==> src/rtl/irq_route_pkg.sv <==
package irq_route_pkg;
  localparam int unsigned DATA_W   = 32;
  localparam int unsigned PEND_LSB = 16;
  localparam int unsigned MAX_SRC  = 16;
endpackage

==> src/rtl/irq_sync.sv <==
module irq_sync #(
  parameter int unsigned WIDTH  = 9,
  parameter int unsigned STAGES = 2
) (
  input  logic             clk,
  input  logic             rst_n,
  input  logic [WIDTH-1:0] din,
  output logic [WIDTH-1:0] dout
);
  logic [STAGES-1:0][WIDTH-1:0] stage_q;
  logic [STAGES-1:0][WIDTH-1:0] stage_d;

  always_comb begin
    stage_d[0] = din;
    for (int s = 1; s < STAGES; s++) stage_d[s] = stage_q[s-1];
  end

  always_ff @(posedge clk or negedge rst_n) begin
    if (!rst_n) stage_q <= '0;
    else        stage_q <= stage_d;
  end

  assign dout = stage_q[STAGES-1];
endmodule

==> src/rtl/irq_pend.sv <==
module irq_pend #(
  parameter int unsigned WIDTH = 9
) (
  input  logic             clk,
  input  logic             rst_n,
  input  logic [WIDTH-1:0] lvl,
  input  logic [WIDTH-1:0] pol,
  input  logic [WIDTH-1:0] ack,
  output logic [WIDTH-1:0] pend_q
);
  logic [WIDTH-1:0] active;
  logic [WIDTH-1:0] pend_d;

  // polarity 1: high is a request, polarity 0: low is a request
  assign active = ~(lvl ^ pol);

  // a request at the acknowledge edge overrides the clear
  always_comb pend_d = (pend_q & ~ack) | active;

  always_ff @(posedge clk or negedge rst_n) begin
    if (!rst_n) pend_q <= '0;
    else        pend_q <= pend_d;
  end
endmodule

==> src/rtl/irq_regs.sv <==
module irq_regs
  import irq_route_pkg::*;
#(
  parameter int unsigned NUM_SRC   = 9,
  parameter int unsigned NUM_LINES = 3,
  parameter int unsigned ADDR_W    = 4
) (
  input  logic                              clk,
  input  logic                              rst_n,
  input  logic                              wr,
  input  logic                              rd,
  input  logic [ADDR_W-1:0]                 addr,
  input  logic [DATA_W-1:0]                 wdata,
  input  logic [NUM_SRC-1:0]                pend,
  output logic [DATA_W-1:0]                 rdata,
  output logic [NUM_SRC-1:0]                pol_q,
  output logic [NUM_LINES-1:0][NUM_SRC-1:0] en_q,
  output logic [NUM_SRC-1:0]                ack
);
  localparam int unsigned IDX_W = ADDR_W - 2;

  logic             word_ok;
  logic [IDX_W-1:0] word_idx;
  logic             pol_we;
  logic [NUM_LINES-1:0] en_we;
  logic [NUM_SRC-1:0]   pol_d;
  logic [NUM_SRC-1:0]   field_en;
  logic [NUM_SRC-1:0]   field_ack;
  logic                 unused_wdata;

  assign word_ok   = (addr[1:0] == 2'b00);
  assign word_idx  = addr[ADDR_W-1:2];
  assign field_en  = wdata[NUM_SRC-1:0];
  assign field_ack = wdata[PEND_LSB +: NUM_SRC];
  assign unused_wdata = ^{wdata[DATA_W-1:PEND_LSB+NUM_SRC], wdata[PEND_LSB-1:NUM_SRC]};

  always_comb begin
    pol_we = wr && word_ok && (word_idx == '0);
    pol_d  = field_en;
    ack    = '0;
    for (int l = 0; l < NUM_LINES; l++) begin
      en_we[l] = wr && word_ok && (word_idx == IDX_W'(l + 1));
      if (en_we[l]) ack = field_ack;
    end
  end

  always_ff @(posedge clk or negedge rst_n) begin
    if (!rst_n)      pol_q <= '0;
    else if (pol_we) pol_q <= pol_d;
  end

  for (genvar l = 0; l < NUM_LINES; l++) begin : g_en
    always_ff @(posedge clk or negedge rst_n) begin
      if (!rst_n)        en_q[l] <= '0;
      else if (en_we[l]) en_q[l] <= field_en;
    end
  end

  always_comb begin
    rdata = '0;
    if (rd && word_ok) begin
      if (word_idx == '0) rdata[NUM_SRC-1:0] = pol_q;
      for (int l = 0; l < NUM_LINES; l++) begin
        if (word_idx == IDX_W'(l + 1)) begin
          rdata[NUM_SRC-1:0]          = en_q[l];
          rdata[PEND_LSB +: NUM_SRC]  = pend;
        end
      end
    end
  end
endmodule

==> src/rtl/irq_route_ctrl.sv <==
module irq_route_ctrl
  import irq_route_pkg::*;
#(
  parameter int unsigned NUM_SRC     = 9,
  parameter int unsigned NUM_LINES   = 3,
  parameter int unsigned SYNC_STAGES = 2,
  parameter int unsigned ADDR_W      = $clog2(4 * (NUM_LINES + 1))
) (
  input  logic                 clk,
  input  logic                 rst_n,
  input  logic [NUM_SRC-1:0]   src_i,
  input  logic                 bus_wr,
  input  logic                 bus_rd,
  input  logic [ADDR_W-1:0]    bus_addr,
  input  logic [DATA_W-1:0]    bus_wdata,
  output logic [DATA_W-1:0]    bus_rdata,
  output logic [NUM_LINES-1:0] irq_o
);
  logic [NUM_SRC-1:0]                lvl;
  logic [NUM_SRC-1:0]                pol;
  logic [NUM_SRC-1:0]                ack;
  logic [NUM_SRC-1:0]                pend;
  logic [NUM_LINES-1:0][NUM_SRC-1:0] en;

  irq_sync #(.WIDTH(NUM_SRC), .STAGES(SYNC_STAGES)) u_sync (
    .clk(clk), .rst_n(rst_n), .din(src_i), .dout(lvl)
  );

  irq_pend #(.WIDTH(NUM_SRC)) u_pend (
    .clk(clk), .rst_n(rst_n), .lvl(lvl), .pol(pol), .ack(ack), .pend_q(pend)
  );

  irq_regs #(.NUM_SRC(NUM_SRC), .NUM_LINES(NUM_LINES), .ADDR_W(ADDR_W)) u_regs (
    .clk(clk), .rst_n(rst_n), .wr(bus_wr), .rd(bus_rd), .addr(bus_addr),
    .wdata(bus_wdata), .pend(pend), .rdata(bus_rdata), .pol_q(pol),
    .en_q(en), .ack(ack)
  );

  for (genvar l = 0; l < NUM_LINES; l++) begin : g_line
    assign irq_o[l] = |(pend & en[l]);
  end
endmodule

==> config.mk <==
export PLATFORM = sky130hd
export DESIGN_NAME = irq_route_ctrl
export DESIGN_NICKNAME = d
export VERILOG_FILES = /design/src/rtl/irq_route_pkg.sv /design/src/rtl/irq_sync.sv /design/src/rtl/irq_pend.sv /design/src/rtl/irq_regs.sv /design/src/rtl/irq_route_ctrl.sv
export SDC_FILE = /design/constraint.sdc
export NUM_CORES = 1
export LEC_CHECK = 0
export ABC_CLOCK_PERIOD_IN_PS = 4700
export BUFFER_PORTS_ARGS = -buffer_cell sky130_fd_sc_hd__buf_2
export CAP_MARGIN = 15
export CORE_AREA = 8 8 86 88
export CTS_CLUSTER_DIAMETER = 200
export DETAILED_ROUTE_END_ITERATION = 10
export DIE_AREA = 0 0 94 96
export PLACE_DENSITY = 0.75
export SYNTH_ARGS = -nofsm -noshare
export SYNTH_HDL_FRONTEND = slang
export SYNTH_HIERARCHICAL = 1
export SYNTH_SLANG_ARGS = --single-unit
==> constraint.sdc <==
create_clock -name clk -period 4.7 [get_ports clk]
set_clock_uncertainty 0.05 [all_clocks]
set_input_delay 1.41 -clock clk [delete_from_list [all_inputs] [get_ports clk]]
set_output_delay 1.41 -clock clk [all_outputs]
set_load 0.1 [all_outputs]
=== After elaboration in Yosys (flattened, before gate mapping) ===
Cells that the tools add are included.

* Register bits: 63
* Bits of input ports: 49
* Output and inout port bits: 35
* Word-level logic and storage cells: 41

* Mux-type cells: 12
* Equal/unequal tests: 3
* Reductions and logical operators: 11
* Bitwise logic cells: 8

{| class="wikitable"
|+ Operators with widths
! kind !! number
|-
| $mux 9 || 12
|-
| $and 9x9->9 || 4
|-
| $reduce_or 9->1 || 3
|-
| $not 9->9 || 2
|-
| $or 9x9->9 || 1
|-
| $xor 9x9->9 || 1
|-
| $logic_and 1x1->1 || 6
|-
| $eq 2x2->1 const B || 2
|-
| $logic_not 2->1 || 2
|-
| $eq 2x1->1 const B || 1
|}

=== Longest topological paths before layout ===
* Depth in word-level cells: 9
* Depth in mapped cells: 5
* Mapped depth without buffers: 4

=== By module ===
Netlist, hierarchy kept.

{| class="wikitable"
|+ Modules (own cells, without submodules)
! module !! times used !! seq. area each (µm²) !! cells each !! area an instance (µm²)
|-
| irq_regs || 1 || 900.9 || 136 || 1918.1
|-
| irq_sync || 1 || 450.4 || 18 || 450.4
|-
| irq_pend || 1 || 225.2 || 36 || 382.9
|-
| irq_route_ctrl || 1 || 0.0 || 15 || 138.9
|}

=== Worst setup path before layout ===
Ideal clock, no wire load.

* Path kind: input port to output port
* Start point: in bus_addr[1]
* End point: out bus_rdata[0]
* Stages: 3
* Arrival: 3294 ps
* Path buffers: 1
* Data required time: 3240 ps
* Path slack: -54 ps
* Cell sequence: or3b_1 buf_2 nor2b_1

* Word-level cells in the longest chain between the ends: 3

{| class="wikitable"
|+ Ends and longest elaborated chain
! what !! RTL line !! text
|-
| start, declared || irq_route_ctrl.sv:14 || <nowiki>input logic [ADDR_W-1:0] bus_addr,</nowiki>
|-
| $logic_not 2->1 || irq_regs.sv:31 || <nowiki>assign word_ok = (addr[1:0] == 2'b00);</nowiki>
|-
| $logic_and 1x1->1 || irq_regs.sv:61 || <nowiki>if (rd && word_ok) begin</nowiki>
|-
| $mux 9 || irq_regs.sv:61 ||
|-
| end, declared || irq_route_ctrl.sv:16 || <nowiki>output logic [DATA_W-1:0] bus_rdata,</nowiki>
|}

No other way between the ends.

=== Worst setup path after layout ===
* Start point: in bus_addr[1]
* End point: out bus_rdata[16]

Same word-level chain as after synthesis.

==> flow_summary.yaml <==
status:
  status: "completed"
synthesis:
  syn_area_per_cell_um2: 14.1
  ys_types: 25
  synth_top_family_by_area: "multiplexers"
  netlist_top_cells_area: "dfrtp_1 (55%), mux2_2 (14%), mux4_2 (6.2%), and2_1 (3.9%), buf_4 (3.9%)"
  yosys.area.top_type: "dfrtp_1"
  synth_xor_area_frac: 0.0273
  ys_ff_latch: 63
  yosys.area_share.simple: 0.0957
  yosys_warnings: 6
  synth_compound_area_frac: 0.0584
  netlist_area_um2: 2890
  synth_fa_ha_area_frac: 0
  synth_top_area_frac: 0.545
  ys_seq_area_frac: 0.545
  muxShareOfSynthArea: 0.212
  syn_inst: 205
routing:
  vias: 1841
  routed.top_layer: "met4"
  wl_um: 6580
  wl_met3_um: 547
  firstDrtPassIters: 4
  drt_iter0_markers: 95
  routedWlPerCell_um: 18.9
  antenna_left: 0
  wl_met2_um: 3120
  viasPerCell: 5.28
  drc: 0
  met1_length_um: 2680
global_route:
  grt_usage: 0.158
  grt_pass1_vias: 2027
  grt_max_degree: 37
  antenna_found_initial: 0
  grt-ovfl-total: 0
  grt_pass1_wl_um: 10600
sta:
  hold_viol: 0
  maxSlewViolCount: 0
  setup_violations: 0
  fin_hold_ws_ns: 0.298
  slew-limit-headroom: 0.418
  rsz0062_at_grt: "no"
  worstMarginPinSlew_ns: 0.871
  fmax_mhz: 230
  period_minus_slack_ns: 4.36
  finalSetupTns_ns: 0
  period_share: 0.927
layout:
  final_cells: 349
  final.fill_count: 521
  diodes: 0
  nets: 316
  drive_gt1_frac: 0.452
  area_growth_pct: 20.7
power:
  leakage_nw: 1.64
  powerDensity_nw_per_um2: 419
  vdd_drop_max_mv: 0.176
critical_path:
  crit_required_ns: 3.24
  crit_fanout: 10
  worstRegToRegCells: 1
  end_kind: "primary output"
  cp.arrival_ns: 2.90
  startpoint_type: "input pin"
  path_class: "input pin to primary output"
clocking:
  cts_tree: "done"
  clkSinkCount: 63
  cts_max_level: 3
  path_clk_slew_ns: 0.06
  cts.root.buffer_cell: "clkbuf_8"
  cts_buffers: 9
  cts_buffer_depth: 2
  hold_buffers: 0
  clock_latency_ns: 0.33
  postCtsSetupRepairBufs: 0
  cts-resized-gates: 0
die:
  row_count: 29
  coreArea_um2: 6100
  initial_core_util: 0.474
  die_y_um: 96
  die_w_um: 94
  die_area_um2: 9020
  io_pins: 84
hold_path:
  whs_path_depth: 0
  hold_class: "register to register"
placed_design:
  dp.cells: 333
  dp.final_hpwl_um: 4740
  gp_congestion: 0.829
  io_buffer_count: 55
run:
  cap_viol_max_count: 0
## metal layers
layer  vias up  global-route usage
met5         -                   0
met4         0               0.100
met3        17              0.0421
met2        74               0.251
met1       926               0.186
li1        824                   -
## synth_stat cells, drive strengths merged
library cell / n
a221oi: 3
nor3b: 1
buf: 18
and3b: 1
o21ai: 9
conb: 1
nor2: 2
nand3b: 1
mux2: 36
nand3: 4
mux4: 9
dfrtp: 63
or3b: 1
a22oi: 3
and2: 18
xor2: 9
nand2: 1
a222oi: 3
a22o: 3
inv: 9
nor2b: 10
## power breakdown
group          internal [mW]  switching, mW
combinational          0.152          0.191
sequential             0.628         0.0751
clock                  0.219          0.196
## cells by family (layout without fill, tap and decap cells)
logic type,after synthesis,after routing
muxes,45,45
AOI/OAI and AO/OA,21,21
and+or+nand+nor,39,39
buffers and inverters,27,81
other,1,14
xor gates and xnor gates,9,9
DFF,63,63
## critical path: stages
cell	delay (ns)
buf_2	0.12
or3b_1	0.62
nor2_4	0.33
and2_1	0.22
buf_12	0.18
## cell type report
type / instances / area, um^2 / share of cell area
multi-input combinational: 128 / 1190 / 0.341
tap: 77 / 96.3 / 0.0276
timing repair buffer: 56 / 418 / 0.120
clock inverter: 3 / 17.5 / 0.00502
inverter: 9 / 33.8 / 0.00968
clock buffer: 13 / 159 / 0.0455
sequential: 63 / 1580 / 0.452
## path summary, 6_finish.rpt
check,startpoint,end,slack [ns]
setup / recovery,bus_addr[1],bus_rdata[16],0.34
hold reg to reg,u_sync/stage_d[11],u_sync/dout[2],0.30
hold / removal,u_sync/stage_d[11],u_sync/dout[2],0.30
min in group asynchronous,rst_n,u_regs/pol_q[3],1.10
setup reg to reg,u_regs/en_q[25],u_regs/en_q[25],3.85
max in group asynchronous,rst_n,u_sync/dout[4],2.62
## through the flow
stage / cell area [um^2] / power (mW) / utilization / worst slack [ns]
after CTS: 3490 / 1.47 / 0.572 / 0.341
after global placement: 3310 / 1.04 / 0.544 / 0.363
after floorplan: 2940 / 0.971 / - / -0.0539
final: 3490 / 1.46 / 0.572 / 0.344
after global routing: 3490 / 1.53 / 0.572 / 0.266
after detailed placement: 3310 / 1.06 / 0.544 / 0.349
## flip-flops by register name (all words and copies together), names as in the netlist
register	count
u_pend/pend_q	9
u_regs/en_q	27
u_regs/pol_q	9
u_sync/dout	9
u_sync/stage_d	9
## placed cells by master, fill, tap and decap left out, types with 2 or more instances in the layout
| cell | Yosys | layout |
|---|---|---|
| a221oi_2 | 3 | 3 |
| a222oi_1 | 3 | 3 |
| a22o_1 | 3 | 3 |
| a22oi_1 | 3 | 3 |
| and2_1 | 18 | 18 |
| buf_12 | 0 | 9 |
| buf_2 | 1 | 46 |
| clkbuf_1 | 0 | 2 |
| clkbuf_8 | 0 | 11 |
| clkinv_2 | 0 | 2 |
| conb_1 | 1 | 14 |
| dfrtp_1 | 63 | 63 |
| inv_1 | 9 | 9 |
| mux2_2 | 36 | 36 |
| mux4_2 | 8 | 8 |
| nand3_1 | 3 | 3 |
| nor2_4 | 2 | 2 |
| nor2b_1 | 10 | 10 |
| o21ai_1 | 9 | 9 |
| xor2_1 | 9 | 9 |
Power figures use the tool's default switching activity.
